**config.mk**
```make
export PLATFORM = sky130hd
export DESIGN_NAME = pt_walker
export DESIGN_NICKNAME = d
export VERILOG_FILES = /design/src/rtl/ptw_pkg.sv /design/src/rtl/ptw_cfg_regs.sv /design/src/rtl/ptw_addr_gen.sv /design/src/rtl/ptw_fsm.sv /design/src/rtl/pt_walker.sv
export SDC_FILE = /design/constraint.sdc
export NUM_CORES = 1
export LEC_CHECK = 0
export ABC_AREA = 1
export BUFFER_PORTS_ARGS = -buffer_cell sky130_fd_sc_hd__clkbuf_2
export CORE_ASPECT_RATIO = 1.1
export CORE_MARGIN = 3
export CORE_UTILIZATION = 51
export CTS_CLUSTER_SIZE = 30
export DETAILED_ROUTE_END_ITERATION = 16
export GPL_ROUTABILITY_DRIVEN = 0
export MAX_ROUTING_LAYER = met4
export PLACE_DENSITY = 0.79
export SYNTH_ARGS = -nofsm -noshare
export SYNTH_HDL_FRONTEND = slang
export SYNTH_HIERARCHICAL = 1
export SYNTH_SLANG_ARGS = --single-unit
```
**constraint.sdc**
```tcl
create_clock -name clk -period 2 [get_ports clk]
set_input_delay 0.4 -clock clk [delete_from_list [all_inputs] [get_ports clk]]
set_output_delay 0.4 -clock clk [all_outputs]
set_load 0.02 [all_outputs]
```
**src/rtl/ptw_pkg.sv**
```systemverilog
package ptw_pkg;

   typedef enum logic [2:0] {
      ST_IDLE,
      ST_OREQ,
      ST_OWAIT,
      ST_IREQ,
      ST_IWAIT,
      ST_DONE
   } walk_st_t;

   typedef enum logic [1:0] {
      FLT_LEN   = 2'd0,
      FLT_OUTER = 2'd1,
      FLT_LEAF  = 2'd2,
      FLT_WPROT = 2'd3
   } flt_t;

   localparam int PTE_V_BIT = 0;
   localparam int PTE_W_BIT = 1;

endpackage

```
**src/rtl/ptw_cfg_regs.sv**
```systemverilog
module ptw_cfg_regs #(
   parameter int AW    = 32,
   parameter int LEN_W = 11
) (
   input  logic             clk,
   input  logic             rst_n,
   input  logic             wr_en,
   input  logic             priv,
   input  logic             sel,
   input  logic [AW-1:0]    wdata,
   output logic [AW-1:0]    base_q,
   output logic [LEN_W-1:0] len_q
);

   if (LEN_W > AW) begin : g_bad_len
      $error("ptw_cfg_regs: LEN_W wider than data");
   end

   always_ff @(posedge clk) begin
      if (!rst_n) begin
         base_q <= '0;
         len_q  <= '0;
      end else if (wr_en && priv) begin
         if (sel) len_q  <= wdata[LEN_W-1:0];
         else     base_q <= wdata;
      end
   end

endmodule

```
**src/rtl/ptw_addr_gen.sv**
```systemverilog
module ptw_addr_gen #(
   parameter int PA_W      = 32,
   parameter int OIDX_W    = 10,
   parameter int IIDX_W    = 10,
   parameter int ENT_SH    = 2,
   parameter bit LEN_CHECK = 1'b1
) (
   input  logic [OIDX_W-1:0] chk_oidx,
   input  logic [OIDX_W:0]   len,
   input  logic [OIDX_W-1:0] oidx,
   input  logic [IIDX_W-1:0] iidx,
   input  logic [PA_W-1:0]   base,
   input  logic [PA_W-1:0]   inner_base,
   input  logic              sel_inner,
   output logic [PA_W-1:0]   addr,
   output logic              len_bad
);

   logic [PA_W-1:0] outer_addr;
   logic [PA_W-1:0] inner_addr;

   assign outer_addr = base + (PA_W'(oidx) << ENT_SH);
   assign inner_addr = inner_base + (PA_W'(iidx) << ENT_SH);
   assign addr       = sel_inner ? inner_addr : outer_addr;

   if (LEN_CHECK) begin : g_len_chk
      assign len_bad = ({1'b0, chk_oidx} >= len);
   end else begin : g_len_off
      logic [OIDX_W*2:0] len_unused;
      assign len_unused = {chk_oidx, len};
      assign len_bad    = 1'b0;
   end

endmodule

```
**src/rtl/ptw_fsm.sv**
```systemverilog
module ptw_fsm
   import ptw_pkg::*;
#(
   parameter int VA_W  = 32,
   parameter int PA_W  = 32,
   parameter int PTE_W = 32,
   parameter int OFF_W = 12
) (
   input  logic             clk,
   input  logic             rst_n,
   input  logic             req_valid,
   input  logic [VA_W-1:0]  req_vaddr,
   input  logic             req_write,
   input  logic             len_bad,
   output logic             req_ready,
   output logic [VA_W-1:0]  vaddr_q,
   output logic             mem_req_valid,
   input  logic             mem_req_ready,
   output logic             sel_inner,
   input  logic             mem_rsp_valid,
   input  logic [PTE_W-1:0] mem_rsp_data,
   output logic [PA_W-1:0]  inner_base,
   output logic             rsp_valid,
   input  logic             rsp_ready,
   output logic [PA_W-1:0]  rsp_paddr,
   output logic             rsp_fault,
   output logic [1:0]       rsp_cause
);

   localparam int FRM_W = PTE_W - OFF_W;

   walk_st_t         st_q;
   logic             wr_q;
   logic             fault_q;
   flt_t             cause_q;
   logic [PA_W-1:0]  paddr_q;
   logic [FRM_W-1:0] frame;
   logic             pte_v;
   logic             pte_w;
   logic [OFF_W-3:0] pte_unused;

   assign frame      = mem_rsp_data[PTE_W-1:OFF_W];
   assign pte_v      = mem_rsp_data[PTE_V_BIT];
   assign pte_w      = mem_rsp_data[PTE_W_BIT];
   assign pte_unused = mem_rsp_data[OFF_W-1:2];

   always_ff @(posedge clk) begin
      if (!rst_n) begin
         st_q       <= ST_IDLE;
         vaddr_q    <= '0;
         wr_q       <= 1'b0;
         inner_base <= '0;
         paddr_q    <= '0;
         fault_q    <= 1'b0;
         cause_q    <= FLT_LEN;
      end else begin
         case (st_q)
            ST_IDLE: begin
               if (req_valid) begin
                  vaddr_q <= req_vaddr;
                  wr_q    <= req_write;
                  if (len_bad) begin
                     fault_q <= 1'b1;
                     cause_q <= FLT_LEN;
                     paddr_q <= '0;
                     st_q    <= ST_DONE;
                  end else begin
                     st_q    <= ST_OREQ;
                  end
               end
            end
            ST_OREQ: if (mem_req_ready) st_q <= ST_OWAIT;
            ST_OWAIT: begin
               if (mem_rsp_valid) begin
                  if (!pte_v) begin
                     fault_q <= 1'b1;
                     cause_q <= FLT_OUTER;
                     paddr_q <= '0;
                     st_q    <= ST_DONE;
                  end else begin
                     inner_base <= {frame, {OFF_W{1'b0}}};
                     st_q       <= ST_IREQ;
                  end
               end
            end
            ST_IREQ: if (mem_req_ready) st_q <= ST_IWAIT;
            ST_IWAIT: begin
               if (mem_rsp_valid) begin
                  st_q <= ST_DONE;
                  if (!pte_v) begin
                     fault_q <= 1'b1;
                     cause_q <= FLT_LEAF;
                     paddr_q <= '0;
                  end else if (wr_q && !pte_w) begin
                     fault_q <= 1'b1;
                     cause_q <= FLT_WPROT;
                     paddr_q <= '0;
                  end else begin
                     fault_q <= 1'b0;
                     cause_q <= FLT_LEN;
                     paddr_q <= {frame, vaddr_q[OFF_W-1:0]};
                  end
               end
            end
            ST_DONE: if (rsp_ready) st_q <= ST_IDLE;
            default: st_q <= ST_IDLE;
         endcase
      end
   end

   assign req_ready     = (st_q == ST_IDLE);
   assign mem_req_valid = (st_q == ST_OREQ) || (st_q == ST_IREQ);
   assign sel_inner     = (st_q == ST_IREQ);
   assign rsp_valid     = (st_q == ST_DONE);
   assign rsp_paddr     = paddr_q;
   assign rsp_fault     = fault_q;
   assign rsp_cause     = cause_q;

endmodule

```
**src/rtl/pt_walker.sv**
```systemverilog
module pt_walker #(
   parameter int VA_W      = 32,
   parameter int PA_W      = 32,
   parameter int PTE_W     = 32,
   parameter int OFF_W     = 12,
   parameter int OIDX_W    = 10,
   parameter bit LEN_CHECK = 1'b1
) (
   input  logic             clk,
   input  logic             rst_n,
   input  logic             cfg_wr_en,
   input  logic             cfg_priv,
   input  logic             cfg_sel,
   input  logic [PA_W-1:0]  cfg_wdata,
   input  logic             req_valid,
   output logic             req_ready,
   input  logic [VA_W-1:0]  req_vaddr,
   input  logic             req_write,
   output logic             mem_req_valid,
   input  logic             mem_req_ready,
   output logic [PA_W-1:0]  mem_req_addr,
   input  logic             mem_rsp_valid,
   input  logic [PTE_W-1:0] mem_rsp_data,
   output logic             rsp_valid,
   input  logic             rsp_ready,
   output logic [PA_W-1:0]  rsp_paddr,
   output logic             rsp_fault,
   output logic [1:0]       rsp_cause
);

   localparam int IIDX_W = VA_W - OFF_W - OIDX_W;
   localparam int LEN_W  = OIDX_W + 1;
   localparam int ENT_SH = $clog2(PTE_W / 8);

   if (IIDX_W < 1) begin : g_bad_split
      $error("pt_walker: address split leaves no inner index");
   end
   if (PA_W != PTE_W) begin : g_bad_pte
      $error("pt_walker: entry width must equal physical address width");
   end
   if ((PTE_W % 8) != 0 || OFF_W < 2) begin : g_bad_ent
      $error("pt_walker: entry width or offset width unsupported");
   end

   logic [PA_W-1:0]  base_q;
   logic [LEN_W-1:0] len_q;
   logic [VA_W-1:0]  vaddr_q;
   logic [PA_W-1:0]  inner_base;
   logic             sel_inner;
   logic             len_bad;

   ptw_cfg_regs #(.AW(PA_W), .LEN_W(LEN_W)) u_cfg (
      .clk    (clk),
      .rst_n  (rst_n),
      .wr_en  (cfg_wr_en),
      .priv   (cfg_priv),
      .sel    (cfg_sel),
      .wdata  (cfg_wdata),
      .base_q (base_q),
      .len_q  (len_q)
   );

   ptw_addr_gen #(
      .PA_W(PA_W), .OIDX_W(OIDX_W), .IIDX_W(IIDX_W),
      .ENT_SH(ENT_SH), .LEN_CHECK(LEN_CHECK)
   ) u_agen (
      .chk_oidx   (req_vaddr[VA_W-1 -: OIDX_W]),
      .len        (len_q),
      .oidx       (vaddr_q[VA_W-1 -: OIDX_W]),
      .iidx       (vaddr_q[OFF_W +: IIDX_W]),
      .base       (base_q),
      .inner_base (inner_base),
      .sel_inner  (sel_inner),
      .addr       (mem_req_addr),
      .len_bad    (len_bad)
   );

   ptw_fsm #(.VA_W(VA_W), .PA_W(PA_W), .PTE_W(PTE_W), .OFF_W(OFF_W)) u_fsm (
      .clk           (clk),
      .rst_n         (rst_n),
      .req_valid     (req_valid),
      .req_vaddr     (req_vaddr),
      .req_write     (req_write),
      .len_bad       (len_bad),
      .req_ready     (req_ready),
      .vaddr_q       (vaddr_q),
      .mem_req_valid (mem_req_valid),
      .mem_req_ready (mem_req_ready),
      .sel_inner     (sel_inner),
      .mem_rsp_valid (mem_rsp_valid),
      .mem_rsp_data  (mem_rsp_data),
      .inner_base    (inner_base),
      .rsp_valid     (rsp_valid),
      .rsp_ready     (rsp_ready),
      .rsp_paddr     (rsp_paddr),
      .rsp_fault     (rsp_fault),
      .rsp_cause     (rsp_cause)
   );

endmodule

```
**Word level (Yosys, flattened, before mapping)**

Index checks and enable logic that the tools add are counted.

- Register bits: 134
- Latch bits: 0
- Memory bits (writable): 0
- Memory bits (read-only): 0
- Input bits: 106
- Output and inout port bits: 70
- Logic and storage cells: 72
- Memories: 0

- Add/sub/neg operators: 2
- Multipliers: 0
- Divide/modulo/power cells: 0
- Order comparisons: 1
- Equal/unequal tests: 13
- Shift-type cells: 0
- Mux-type cells: 34
- Bitwise gates (word level): 1
- Reduce and logical (&&, ||, !) cells: 12

Operators with widths:

| operator | number |
|---|---|
| $mux W32 | 8 |
| $pmux W32 S3 | 1 |
| $add A32 B12 Y32 | 2 |
| $mux W3 | 8 |
| $pmux W3 S6 | 1 |
| $mux W2 | 7 |
| $ne A2 B2 Y1 const B | 6 |
| $reduce_and A6 Y1 | 2 |
| $ge A10 B11 Y1 | 1 |
| $mux W1 | 7 |
| $eq A3 B2 Y1 const B | 2 |
| $eq A3 B3 Y1 const B | 2 |
| $pmux W2 S3 | 1 |
| $reduce_and A2 Y1 | 3 |
| $ne A2 B1 Y1 const B | 2 |
| $eq A3 B1 Y1 const B | 1 |
| $logic_not A3 Y1 | 1 |
| $pmux W1 S3 | 1 |
| $reduce_and A3 Y1 | 1 |
| $reduce_bool A3 Y1 | 1 |
| $logic_and A1 B1 Y1 | 2 |
| $logic_not A1 Y1 | 1 |
| $logic_or A1 B1 Y1 | 1 |
| $not A1 Y1 | 1 |

**Depth between registers and ports, before layout**

- Depth in word-level cells: 6
- Gate-level depth with buffers: 13
- Depth with buffers taken out: 12

**By module**

Netlist, hierarchy kept.

Modules (own cells, without submodules):

| module | instances | cells an instance | area an instance (µm²) | sequential area each (µm²) |
|---|---|---|---|---|
| ptw_fsm | 1 | 536 | 3828.7 | 1821.7 |
| ptw_addr_gen | 1 | 643 | 3151.8 | 0.0 |
| ptw_cfg_regs | 1 | 274 | 1765.4 | 860.8 |

**Worst setup path after synthesis**

OpenSTA, ideal clock, no wires.

- Kind: register to output
- From: register u_fsm.vaddr_q[22]
- To: output port mem_req_addr[22]
- Data arrival time: 1.799 ns
- Setup slack: -0.199 ns
- Cell stages (with the launch flop): 10
- Path buffers: 0
- Cell sequence: dfxtp_1 -> ha_1 -> fa_1 -> nand3_1 -> nand3_1 -> nand3_1 -> nand3_2 -> nand3_1 -> nand3_1 -> o21ai_1

- Cells in the longest elaborated chain, start to end: 2

RTL lines:

| item | line | source |
|---|---|---|
| from (decl) | ptw_fsm.sv:16 | `output logic [VA_W-1:0] vaddr_q,` |
| from (signal assigned) | ptw_fsm.sv:60 | `vaddr_q <= req_vaddr;` |
| $add A32 B12 Y32 | ptw_addr_gen.sv:22 | `assign outer_addr = base + (PA_W'(oidx) << ENT_SH);` |
| $mux W32 | ptw_addr_gen.sv:24 | `assign addr = sel_inner ? inner_addr : outer_addr;` |
| to (decl) | pt_walker.sv:21 | `output logic [PA_W-1:0] mem_req_addr,` |

Every way passes these cells.

**Worst setup path after layout**

- From: register u_cfg.base_q[10]
- To: output port mem_req_addr[12]

- Cells in the longest elaborated chain, start to end: 2

RTL lines:

| item | line | source |
|---|---|---|
| from (decl) | ptw_cfg_regs.sv:11 | `output logic [AW-1:0] base_q,` |
| from (signal assigned) | ptw_cfg_regs.sv:25 | `else base_q <= wdata;` |
| $add A32 B12 Y32 | ptw_addr_gen.sv:22 |  |
| $mux W32 | ptw_addr_gen.sv:24 |  |

Every way passes these cells.

==> metrics.md <==
| Metric | Value |
|---|---|
| TritonCTS Buffers | `17` |
| Design area | `between 0.01 and 0.015 mm^2` |
| CTS Hold Bufs | `0` |
| I/O pins | `about 180` |
| Fin. Hold Viols | `0` |
| Peak supply drop | `approximately 950 uV` |
| Commonest non-fill, non-tap cell in the layout | `nand2_1` |
| Post-synth EDFFs | `0` |
| #FFs+latches synth | `between 100 and 150` |
| Number of placed cells counting well taps | `~1800` |
| Final worst setup slack | `-0.692 ns` |
| Mapped Area | `0.00875 mm^2` |
| Initial antenna violation count | `0` |
| Total wire length | `30.7 mm` |
| CTS tree | `yes` |
| Startpoint Class | `flop` |
| Worst EP required | `1.60 ns` |
| WS Path Type | `flop to output port` |
| # diodes | `0` |
| RSZ-0062 raised after global routing | `yes` |
| LEAKAGE | `between 6 and 7 nW` |
| Die H | `~140 um` |
| DR vias | `between 10000 and 15000` |
| Clock Latency Late Sink | `approximately 0.43 ns` |
| Hold crit path type | `input pin to flop` |
| # DRC | `0` |
| Core Box Area | `~0.017 mm^2` |
| Clock Tree Buf Depth | `2` |
| Setup TNS | `-22.43 ns` |
| Max_slew headroom | `about 60%` |
| Pin count of the biggest net entering global routing | `75` |
| Final Slew Violations | `0` |
| Reg clk slew, reported paths | `roughly 0.060 ns` |
| Final Skew | `about 0.011 ns` |
| Ys async rst share | `0%` |
| Gr usage total | `between 30% and 40%` |
| Max cap viols | `0` |
| First-pass GRT wire length | `~46 mm` |
| Drt pass-1 iters | `5` |
| Post-route minimum period | `between 2 and 3 ns` |
| Tcrit/Tclk final | `135%` |
| Fill count | `about 1200` |
| H-tree Lvls | `4` |
| Clock Sinks | `~130` |
| Cells after synthesis | `1453` |
| Initial Utilization | `a little over half` |
| Endpoint class of the critical path | `output port` |
| Post-place instance area | `approximately 0.01 mm^2` |
| Port Buffers | `about 170` |
| CP Max Fanout | `7` |
| Main synth FF type | `dfxtp_1` |
| PwrDens | `between 1000 and 1500 mW/mm^2` |
| Die area | `between 0.015 and 0.02 mm^2` |
| Seq/Total Area, Yosys | `approximately 30%` |
| Endpoints failing setup | `67` |
| Status | `finished with violations` |
| Unique masters post-synth | `39` |
| Die W | `about 130 um` |
| Post-route ant nets | `0` |
| Vias in the first global route | `between 9000 and 10000` |
| Post-route insts no fill | `approximately 1900` |
| # rows | `49` |
| Layout cells sized above 1 | `between 30% and 40%` |
| Least-Margin Pin Slew | `between 0.6 and 0.7 ns` |
| Fmax | `roughly 370 MHz` |
| DP HPWL | `18.4 mm` |
| Via-per-instance ratio | `approximately 5.5` |
| Aggregate global routing overflow | `0` |
| Area delta synth->final | `43.1%` |
| Root Driver | `clkbuf_16` |
| Critical path arrival | `roughly 2.3 ns` |
| Initial detailed-routing violation count | `1257` |
| Most frequent cells in the layout | `nand2_1, nor2_1, inv_1` |
| Yosys warns | `6` |
| Synthesized area per cell | `about 6 um^2` |
| Failing checks | `setup timing` |
| Routed wire length per instance | `16.2 um` |
| Layout net count | `about 1800` |
cell families (layout without fill, tap and decap cells):
| logic type | Yosys count | count (layout) | share of synthesized area, % |
|---|---|---|---|
| AO/OA/AOI/OAI | 147 | 147 | 8.76 |
| XOR/XNOR | 7 | 7 | 0.701 |
| adder cells (fa/ha/maj) | 32 | 32 | 4.75 |
| buffers and inverters | 251 | 474 | 12.1 |
| flip-flops | 134 | 134 | 30.7 |
| other | 1 | 12 | 0.0429 |
| AND/OR/NAND/NOR | 881 | 883 | 43.0 |
registers in the layout (all words and copies together), names as in the netlist:
register / flops
u_cfg/base_q: 32
u_fsm/vaddr_q: 32
u_fsm/rsp_paddr: 32
u_fsm/rsp_fault: 1
u_fsm/st_q: 3
u_fsm/rsp_cause: 2
u_fsm/wr_q: 1
u_cfg/len_q: 11
u_fsm/inner_base: 20
metal layers:
metal | up-vias | routed length (um) | track usage (%)
li1 | 4967 | - | -
met1 | 4706 | 11700 | 37.9
met2 | 581 | 15300 | 51.1
met3 | 154 | 2160 | 4.28
met4 | 0 | 1540 | 13.7
met5 | - | 0 | -
metrics by stage:
step / worst slack (ns) / power [mW] / utilization, % / hold slack, ns
finish: -0.692 / 14.8 / 75.6 / 0.192
global route: -0.723 / 15.6 / 75.6 / 0.200
CTS: -0.572 / 14.0 / 72.3 / 0.187
detailed placement: -0.289 / 8.78 / 61.0 / 0.454
floorplan: 0.0126 / 7.24 / - / 0.437
global placement: -0.256 / 8.66 / 61.0 / 0.449
repair_timing:
item,4_1_cts,5_1_grt
setup endpoints to repair,68,68
gates cloned,10,2
buffers inserted,14,12
pin swaps,62,63
resized for setup,244,156
worst paths after layout:
path	end	start	slack [ns]	cells past startpoint
max reg2reg	u_fsm/rsp_paddr[19]$_SDFFE_PN0P_	u_cfg/len_q[9]$_SDFFE_PN0P_	-0.25	15
max	mem_req_addr[12]	u_cfg/base_q[10]$_SDFFE_PN0P_	-0.69	9
min	u_cfg/base_q[25]$_SDFFE_PN0P_	cfg_wdata[25]	0.19	3
min reg2reg	u_fsm/vaddr_q[5]$_SDFFE_PN0P_	u_fsm/vaddr_q[5]$_SDFFE_PN0P_	0.46	2
where the power goes:
| group | internal (mW) | leakage (nW) | switching, mW |
|---|---|---|---|
| registers | 3.30 | 1.11 | 0.434 |
| clock network | 1.88 | 0.282 | 1.32 |
| logic | 3.48 | 4.76 | 4.37 |
| total | 8.66 | 6.15 | 6.13 |
cell usage after synthesis, types with 2 or more instances:
master,instances,area share (%)
nand2_1,476,20
nor2_1,208,8.9
inv_1,179,7.7
dfxtp_1,134,31
nand3_1,121,6.9
a21oi_1,84,4.8
o21ai_0,46,2.6
ha_1,30,4.3
buf_2,21,1.2
buf_4,21,1.8
clkbuf_1,19,0.82
nor2_2,12,0.86
nand3b_1,9,0.77
nand4_1,9,0.64
nor3_1,9,0.51
and2_1,8,0.57
nand3_2,8,0.92
inv_2,7,0.30
o21bai_1,7,0.60
nand2_2,6,0.43
nor3_2,6,0.69
o21ai_1,6,0.34
xor2_1,5,0.50
nor2_4,3,0.39
buf_1,2,0.086
fa_1,2,0.46
nand3_4,2,0.40
xnor2_1,2,0.20
worst max-delay path, cell delays in order, from the launching register on:
cell and delay [ns]:
dfxtp_4 0.36, ha_4 0.34, nand2_2 0.15, o21ai_2 0.24, inv_2 0.07, nand3_4 0.14, xor2_1 0.20, nand2_1 0.10
nand2_2 0.10, clkbuf_8 0.15
cell type report:
cell class / count / area, um^2 / share of cell area [%]
clock inverter: 13 / 165 / 1.32
timing repair buffer: 255 / 2100 / 16.7
tap: 204 / 255 / 2.04
clock buffer: 19 / 433 / 3.46
inverter: 187 / 709 / 5.67
multi-input combinational: 1081 / 6130 / 49.0
sequential: 134 / 2730 / 21.8
No activity file was read; power rests on OpenSTA's default activity.
